File: src/rtl/pdc_pkg.sv
package pdc_pkg;
  // Strobes from the control block to the datapath
  typedef struct packed {
    logic access;     // the array is being driven this cycle
    logic fromReq;    // address comes from the processor, not the refresh counter
    logic wrData;     // write new data with fresh parity
    logic captureRd;  // capture read data for the response
  } pdc_strobe_t;
endpackage

File: src/rtl/pdc_onehot.sv
module pdc_onehot #(
  parameter int IN_W = 3
) (
  input  logic [IN_W-1:0]      code,
  input  logic                 en,
  output logic [(1<<IN_W)-1:0] sel
);
  localparam int OUT_W = 1 << IN_W;

  for (genvar i = 0; i < OUT_W; i++) begin : g_sel
    assign sel[i] = en && (code == IN_W'(i));
  end

  always_comb begin
    if (en) assert_onehot_R2 : assert ($countones(sel) == 1);
  end
endmodule

File: src/rtl/pdc_ctrl.sv
module pdc_ctrl
  import pdc_pkg::*;
#(
  parameter int ADDR_W = 9
) (
  input  logic              clk,
  input  logic              rstN,
  input  logic              reqValid,
  input  logic              reqWrite,
  output logic              reqReady,
  output logic [ADDR_W-1:0] refAddr,
  output logic              refreshWrap,
  output pdc_strobe_t       strb
);
  logic readyQ;
  logic refreshNow;

  always_ff @(posedge clk) begin
    if (!rstN) readyQ <= 1'b0;
    else       readyQ <= 1'b1;
  end

  assign reqReady   = readyQ;
  assign refreshNow = readyQ && !reqValid;

  always_ff @(posedge clk) begin
    if (!rstN)           refAddr <= '0;
    else if (refreshNow) refAddr <= refAddr + 1'b1;
  end

  assign refreshWrap = refreshNow && (refAddr == {ADDR_W{1'b1}});

  always_comb begin
    strb.access    = readyQ;
    strb.fromReq   = readyQ && reqValid;
    strb.wrData    = readyQ && reqValid && reqWrite;
    strb.captureRd = readyQ && reqValid && !reqWrite;
  end

  assert_hold_ref_R8 : assert property (@(posedge clk) disable iff (!rstN)
    (reqValid && reqReady) |=> $stable(refAddr));

  assert_step_ref_R7 : assert property (@(posedge clk) disable iff (!rstN)
    (!reqValid && reqReady) |=> (refAddr == $past(refAddr) + 1'b1));

  assert_wrap_R9 : assert property (@(posedge clk) disable iff (!rstN)
    refreshWrap |=> (refAddr == '0));
endmodule

File: src/rtl/pdc_datapath.sv
module pdc_datapath
  import pdc_pkg::*;
#(
  parameter int DATA_W   = 16,
  parameter int BYTE_W   = 8,
  parameter int ROW_BITS = 3,
  parameter int COL_BITS = 6
) (
  input  logic                        clk,
  input  logic                        rstN,
  input  pdc_strobe_t                 strb,
  input  logic [ROW_BITS+COL_BITS-1:0] reqAddr,
  input  logic [ROW_BITS+COL_BITS-1:0] refAddr,
  input  logic [DATA_W-1:0]           reqWdata,
  input  logic [DATA_W+DATA_W/BYTE_W-1:0] memRdata,
  output logic [(1<<ROW_BITS)-1:0]    memRowSel,
  output logic [(1<<COL_BITS)-1:0]    memColSel,
  output logic                        memWrStrobe,
  output logic [DATA_W+DATA_W/BYTE_W-1:0] memWdata,
  output logic                        rspValid,
  output logic [DATA_W-1:0]           rspData,
  output logic                        rspParErr
);
  localparam int PAR_W  = DATA_W / BYTE_W;
  localparam int WORD_W = DATA_W + PAR_W;
  localparam int ADDR_W = ROW_BITS + COL_BITS;

  logic [ADDR_W-1:0] selAddr;
  logic [PAR_W-1:0]  genPar;
  logic [PAR_W-1:0]  byteBad;

  assign selAddr = strb.fromReq ? reqAddr : refAddr;

  pdc_onehot #(.IN_W(ROW_BITS)) i_rowDec (
    .code(selAddr[ROW_BITS-1:0]), .en(strb.access), .sel(memRowSel));
  pdc_onehot #(.IN_W(COL_BITS)) i_colDec (
    .code(selAddr[ADDR_W-1:ROW_BITS]), .en(strb.access), .sel(memColSel));

  for (genvar b = 0; b < PAR_W; b++) begin : g_par
    assign genPar[b]  = ^reqWdata[b*BYTE_W +: BYTE_W];
    assign byteBad[b] = (^memRdata[b*BYTE_W +: BYTE_W]) ^ memRdata[DATA_W + b];

    assert_even_par_R3 : assert property (@(posedge clk) disable iff (!rstN)
      strb.wrData |-> ((^memWdata[b*BYTE_W +: BYTE_W]) == memWdata[DATA_W + b]));
  end

  assign memWrStrobe = strb.access;
  assign memWdata    = strb.wrData ? {genPar, reqWdata} : memRdata;

  always_ff @(posedge clk) begin
    if (!rstN) begin
      rspValid  <= 1'b0;
      rspData   <= '0;
      rspParErr <= 1'b0;
    end else begin
      rspValid  <= strb.captureRd;
      rspParErr <= strb.captureRd && (|byteBad);
      if (strb.captureRd) rspData <= memRdata[DATA_W-1:0];
    end
  end

  assert_rsp_R4 : assert property (@(posedge clk) disable iff (!rstN)
    strb.captureRd |=> rspValid);

  assert_err_valid_R5 : assert property (@(posedge clk) disable iff (!rstN)
    rspParErr |-> rspValid);

  assert_restore_R6 : assert property (@(posedge clk) disable iff (!rstN)
    strb.captureRd |-> (memWrStrobe && memWdata == memRdata));

  if (WORD_W < 2) begin : g_badw
    initial assert_word_w : assert (0);
  end
endmodule

File: src/rtl/parity_dram_ctrl.sv
module parity_dram_ctrl
  import pdc_pkg::*;
#(
  parameter int DATA_W   = 16,
  parameter int BYTE_W   = 8,
  parameter int ROW_BITS = 3,
  parameter int COL_BITS = 6
) (
  input  logic                         clk,
  input  logic                         rstN,
  input  logic                         reqValid,
  output logic                         reqReady,
  input  logic [ROW_BITS+COL_BITS-1:0] reqAddr,
  input  logic                         reqWrite,
  input  logic [DATA_W-1:0]            reqWdata,
  output logic                         rspValid,
  output logic [DATA_W-1:0]            rspData,
  output logic                         rspParErr,
  output logic [(1<<ROW_BITS)-1:0]     memRowSel,
  output logic [(1<<COL_BITS)-1:0]     memColSel,
  output logic                         memWrStrobe,
  output logic [DATA_W+DATA_W/BYTE_W-1:0] memWdata,
  input  logic [DATA_W+DATA_W/BYTE_W-1:0] memRdata,
  output logic                         refreshWrap
);
  localparam int ADDR_W = ROW_BITS + COL_BITS;

  pdc_strobe_t       strb;
  logic [ADDR_W-1:0] refAddr;

  pdc_ctrl #(.ADDR_W(ADDR_W)) i_ctrl (
    .clk(clk), .rstN(rstN), .reqValid(reqValid), .reqWrite(reqWrite),
    .reqReady(reqReady), .refAddr(refAddr), .refreshWrap(refreshWrap),
    .strb(strb));

  pdc_datapath #(.DATA_W(DATA_W), .BYTE_W(BYTE_W),
                 .ROW_BITS(ROW_BITS), .COL_BITS(COL_BITS)) i_dp (
    .clk(clk), .rstN(rstN), .strb(strb), .reqAddr(reqAddr), .refAddr(refAddr),
    .reqWdata(reqWdata), .memRdata(memRdata), .memRowSel(memRowSel),
    .memColSel(memColSel), .memWrStrobe(memWrStrobe), .memWdata(memWdata),
    .rspValid(rspValid), .rspData(rspData), .rspParErr(rspParErr));
endmodule

File: config.mk
export PLATFORM = sky130hd
export DESIGN_NAME = parity_dram_ctrl
export DESIGN_NICKNAME = d
export VERILOG_FILES = /design/src/rtl/pdc_pkg.sv /design/src/rtl/pdc_onehot.sv /design/src/rtl/pdc_ctrl.sv /design/src/rtl/pdc_datapath.sv /design/src/rtl/parity_dram_ctrl.sv
export SDC_FILE = /design/constraint.sdc
export NUM_CORES = 1
export LEC_CHECK = 0
export BUFFER_PORTS_ARGS = -buffer_cell sky130_fd_sc_hd__buf_4
export CAP_MARGIN = 20
export CORE_UTILIZATION = 38
export DETAILED_ROUTE_END_ITERATION = 6
export GPL_ROUTABILITY_DRIVEN = 0
export GPL_TIMING_DRIVEN = 0
export HOLD_SLACK_MARGIN = 0.03
export PLACE_DENSITY = 0.72
export SYNTH_ARGS = -nofsm -noshare
export SYNTH_HDL_FRONTEND = slang
export SYNTH_HIERARCHICAL = 1
export SYNTH_SLANG_ARGS = --single-unit
File: constraint.sdc
create_clock -name clk -period 5.5 [get_ports clk]
set_input_delay 0.825 -clock clk [delete_from_list [all_inputs] [get_ports clk]]
set_output_delay 0.825 -clock clk [all_outputs]
set_load 0.02 [all_outputs]
## Word level (Yosys, flattened, before mapping)

Index checks and enable logic that the tools add are counted.

| operators by class | value |
|---|---|
| muxes and demuxes | 3 |
| $mul | 0 |
| add/sub/neg operators | 1 |
| reduce and logical (&&, ||, !) cells | 87 |
| bitwise logic cells | 2 |
| shifts and indexed selects | 0 |
| eq/ne operators | 71 |
| div/mod/pow operators | 0 |
| magnitude comparators | 0 |

Operators by type and width:

| kind | number |
|---|---|
| $eq A6 B6 Y1 const B | 32 |
| $eq A6 B5 Y1 const B | 16 |
| $logic_and A1 B1 Y1 | 78 |
| $eq A6 B4 Y1 const B | 8 |
| $reduce_xor A8 Y1 | 4 |
| $eq A6 B3 Y1 const B | 4 |
| $mux W18 | 1 |
| $eq A3 B3 Y1 const B | 4 |
| $eq A6 B2 Y1 const B | 2 |
| $add A9 B1 Y9 const B | 1 |
| $eq A9 B9 Y1 const B | 1 |
| $mux W9 | 1 |
| $eq A3 B2 Y1 const B | 2 |
| $eq A6 B1 Y1 const B | 1 |
| $logic_not A6 Y1 | 1 |
| $eq A3 B1 Y1 const B | 1 |
| $logic_not A3 Y1 | 1 |
| $logic_not A1 Y1 | 2 |
| $reduce_or A2 Y1 | 1 |
| $xor A1 B1 Y1 | 2 |
| $mux W1 | 1 |

| storage, ports and cells | value |
|---|---|
| word-level logic and storage cells | 169 |
| output and inout port bits | 111 |
| ROM bits | 0 |
| bits of input ports | 47 |
| bits in writable memories | 0 |
| bits in registers | 28 |
| latch bits | 0 |
| memories kept | 0 |

## Logic depth before layout (Yosys ltp)

| logic depth | value |
|---|---|
| depth in word-level cells | 4 |
| depth in mapped cells | 7 |
| gate-level depth less buffers | 6 |

## By module

Netlist, hierarchy kept.

Modules (own cells, without submodules):

| module | area an instance (um^2) | times used | cells an instance | seq. area each (um^2) |
|---|---|---|---|---|
| pdc_datapath | 1242.4 | 1 | 116 | 360.3 |
| pdc_onehot (i_dp.i_colDec) | 469.2 | 1 | 93 | 0.0 |
| pdc_ctrl | 461.7 | 1 | 51 | 200.2 |
| pdc_onehot (i_dp.i_rowDec) | 96.3 | 1 | 8 | 0.0 |

## Worst setup path after synthesis

Ideal clock, no wire load.

| timing path | value |
|---|---|
| path type | in2out |
| start point | in reqValid |
| end point | out memColSel[20] |
| stages | 6 |
| data required time | 4.675 ns |
| slack | 2.030 ns |
| data arrival time | 2.645 ns |
| path through | and2_1 > clkbuf_1 > mux2_2 > buf_2 > or4b_4 > nor2_1 |

| on the way | value |
|---|---|
| cells in the longest elaborated chain, start to end | 4 |

Ends and longest elaborated chain:

| item | line | source |
|---|---|---|
| start, declared | parity_dram_ctrl.sv:11 | `input logic reqValid,` |
| $logic_and A1 B1 Y1 | pdc_ctrl.sv:35 | `strb.fromReq = readyQ && reqValid;` |
| $mux W9 | pdc_datapath.sv:32 | `assign selAddr = strb.fromReq ? reqAddr : refAddr;` |
| via i_dp.selAddr[6] | pdc_datapath.sv:28 | `logic [ADDR_W-1:0] selAddr;` |
| $eq A6 B5 Y1 | pdc_onehot.sv:11 | `assign sel[i] = en && (code == IN_W'(i));` |
| $logic_and A1 B1 Y1 | pdc_onehot.sv:11 |  |
| end, declared | parity_dram_ctrl.sv:20 | `output logic [(1<<COL_BITS)-1:0] memColSel,` |

The timed path passes the listed nets, and every way through them passes these cells.

==> flow_summary.yaml <==
floorplan:
  die-area_mm2: 0.006286
  ios: 158
  die_w_um: 79.29
  start_util: 0.4023
  die_y_um: 79.29
  num_rows: 27
  coreArea_mm2: 0.005642
layout:
  drive_above_1_share: 0.4802
  syn2layout_area_growth_pct: 58.32
  fin_nets: 479
  utilization: 0.6369
  num_antenna_cells: 0
  final_area_mm2: 0.003593
  final_common_cell: "buf_4"
  final_cell_mix: "buf_4 (160), nor2_1 (70), dfxtp_1 (28), mux2_2 (25), xnor2_1 (24)"
  fill_cells: 529
global_routing:
  gr-usage-all-layers: 0.2233
  grt_antenna_before_repair: 0
  grt_overflow: 0
  grt_max_degree: 16
  grt_pass1_wl_um: 11330
  grt_pass1_vias: 2433
synth:
  syn_area_per_cell_um2: 8.469
  muxShareOfSynthArea: 0.2034
  async_reset_ff_frac: 0
  synthAdderAreaFrac: 0.01103
  synth_top_area_frac: 0.2470
  yosysUniqueCellTypes: 39
  netlist_instances: 268
  yosysTopAreaCell: "dfxtp_1"
  synth_nets: 317
  yosys.area_share.simple: 0.3396
  synth_area_mm2: 0.002270
  ys.flop_type: "dfxtp_1"
  synth_xor_area_frac: 0.1279
  synthTopCellsByArea: "dfxtp_1 (25%), mux2_2 (12%), nor2_1 (12%), xnor2_1 (9.3%), mux2i_1 (7.9%)"
  synth_compound_area_frac: 0.03087
  synth-edff-count: 0
  yosysWarnings: 6
  ys_ff_latch: 28
  seq_area_frac_synth: 0.2470
  synth_top_family_by_area: "simple AND/OR/NAND/NOR gates"
routing:
  wl_um: 7120
  drt_iter0_markers: 105
  dr.pass1.iters: 4
  wl_per_cell_um: 14.21
  highest_layer: "met4"
  drc_errors: 0
  vias: 2507
  vias_per_cell: 5.004
  route.met2.wl_um: 3590
  wl_met1_um: 2943
  drtAntennaViolNets: 0
  met3_length_um: 418
critical_path:
  cp_max_fo: 10
  required_ns: 4.68
  startpoint: "reqValid"
  path_class: "input pin to primary output"
  rr_worst_depth: 6
  end_kind: "primary output"
  startpoint_type: "input pin"
  crit_arrival_ns: 2.95
  reg2reg_from: "i_ctrl/reqReady"
worst_hold_path:
  worstHoldStart: "i_ctrl/refAddr[6]"
  holdPathStages: 2
  hold_path_class: "flip-flop to flip-flop"
placed_design:
  place_ws_ns: 1.724
  place_area_mm2: 0.003538
  io_buffers: 157
  hpwl_um: 5729
timing:
  fmax_mhz: 264.6
  period_needed_ns: 3.779
  worst_slack_ns: 1.721
  setup_viol: 0
  hold_viol: 0
  slew_violations: 0
  tns_ns: 0
  worstMarginPinSlew_ns: 0.5454
  finalCritPeriodShare: 0.6871
  rsz0062_at_grt: "false"
  finClkSkew_ns: 0.005067
  relSlewSlack: 0.6364
clock_network:
  cts_inserted_buffers: 3
  cts.clk_slew.worst_paths_ns: 0.09
  h-tree-depth: 1
  cts_tree: "built"
  post-cts-setup-buffers: 0
  clockRootBuffer: "clkbuf_8"
  cts.sink_count: 28
  cts_resized: 0
  cts_max_path_buffers: 2
  worstSkewPairLatency_ns: 0.27
  hold_buffers: 0
power_and_ir_drop:
  cellPowerDensity_mw_per_mm2: 148.3
  netSwitchingPower_uw: 158.4
  pwr-share-comb: 0.366
  p_leak_nw: 1.586
  p_int_uw: 374.4
  pwr-share-clk: 0.235
  p_sw_frac: 0.2973
  seqPwrFrac: 0.399
  peakVddDrop_mv: 0.09670
flow_run:
  drv_cap: 0
outcome:
  status: "finished, final reports clean"
==> area by class of cell <==
class                           count  area (um2)  area share
Timing Repair Buffer              157        1179      0.3280
Sequential cell                    28       560.5      0.1560
Clock buffer                        4       55.05     0.01532
Multi-Input combinational cell    220        1618      0.4502
Inverter                            3       11.26    0.003134
Tap cell                           72       90.09     0.02507
Buffer                             17       80.08     0.02228
==> final timing paths <==
path	end	slack [ns]
setup / recovery	memColSel[7]	1.72
hold / removal	i_ctrl/refAddr[6]	0.51
setup reg to reg	i_dp/rspData[1]	3.85
hold reg to reg	i_ctrl/refAddr[6]	0.51
==> flip-flops by register name, summed over array words and instances, names as in the netlist <==
signal / flops
i_dp/rspValid: 1
i_ctrl/refAddr: 9
i_ctrl/reqReady: 1
i_dp/rspParErr: 1
i_dp/rspData: 16
==> routing by layer <==
layer,vias to the layer above,global-route usage
li1,1243,-
met1,1156,0.2524
met2,96,0.4172
met3,12,0.03218
met4,0,0.08545
met5,-,0
==> worst max-delay path, stage by stage <==
cell      delay, ns
buf_4          0.10
and2_1         0.13
clkbuf_1       0.39
mux2_2         0.42
or3b_1         0.37
clkbuf_1       0.20
buf_2          0.23
nor2_1         0.13
buf_4          0.16
==> through the flow <==
stage | total power [mW] | hold WS, ns | std cells
6_report | 0.5327 | 0.5056 | 501
5_1_grt | 0.5612 | 0.5426 | 501
4_1_cts | 0.5383 | 0.5102 | 501
3_5_place_dp | 0.4124 | 0.4981 | 497
3_3_place_gp | 0.4093 | 0.4874 | 497
2_1_floorplan | 0.3342 | 0.4642 | 268
==> Yosys cell counts (all sizes together) (3+ instances only) <==
cell type / instances
a21oi: 7
and2: 3
and4b: 3
and4bb: 3
buf: 7
clkbuf: 10
dfxtp: 28
mux2: 25
mux2i: 18
nand3b: 3
nand4b: 5
nand4bb: 6
nor2: 70
nor2b: 18
o21ai: 4
or3: 4
or4b: 4
xnor2: 24
xor2: 4
==> power groups by stage <==
stage / clock network [mW] / registers [mW] / logic (mW)
floorplan: 0 / 0.223 / 0.112
global placement: 0 / 0.217 / 0.192
detailed placement: 0 / 0.217 / 0.195
CTS: 0.130 / 0.213 / 0.196
global route: 0.139 / 0.213 / 0.209
finish: 0.125 / 0.212 / 0.195
==> cells by family after synthesis <==
group,Yosys count
AOI/OAI and AO/OA,13
xor gates and xnor gates,30
adders and majority gates,2
buffers and inverters,20
DFF,28
muxes,43
and+or+nand+nor,132
Note: power is estimated with default switching activity, not from simulation.
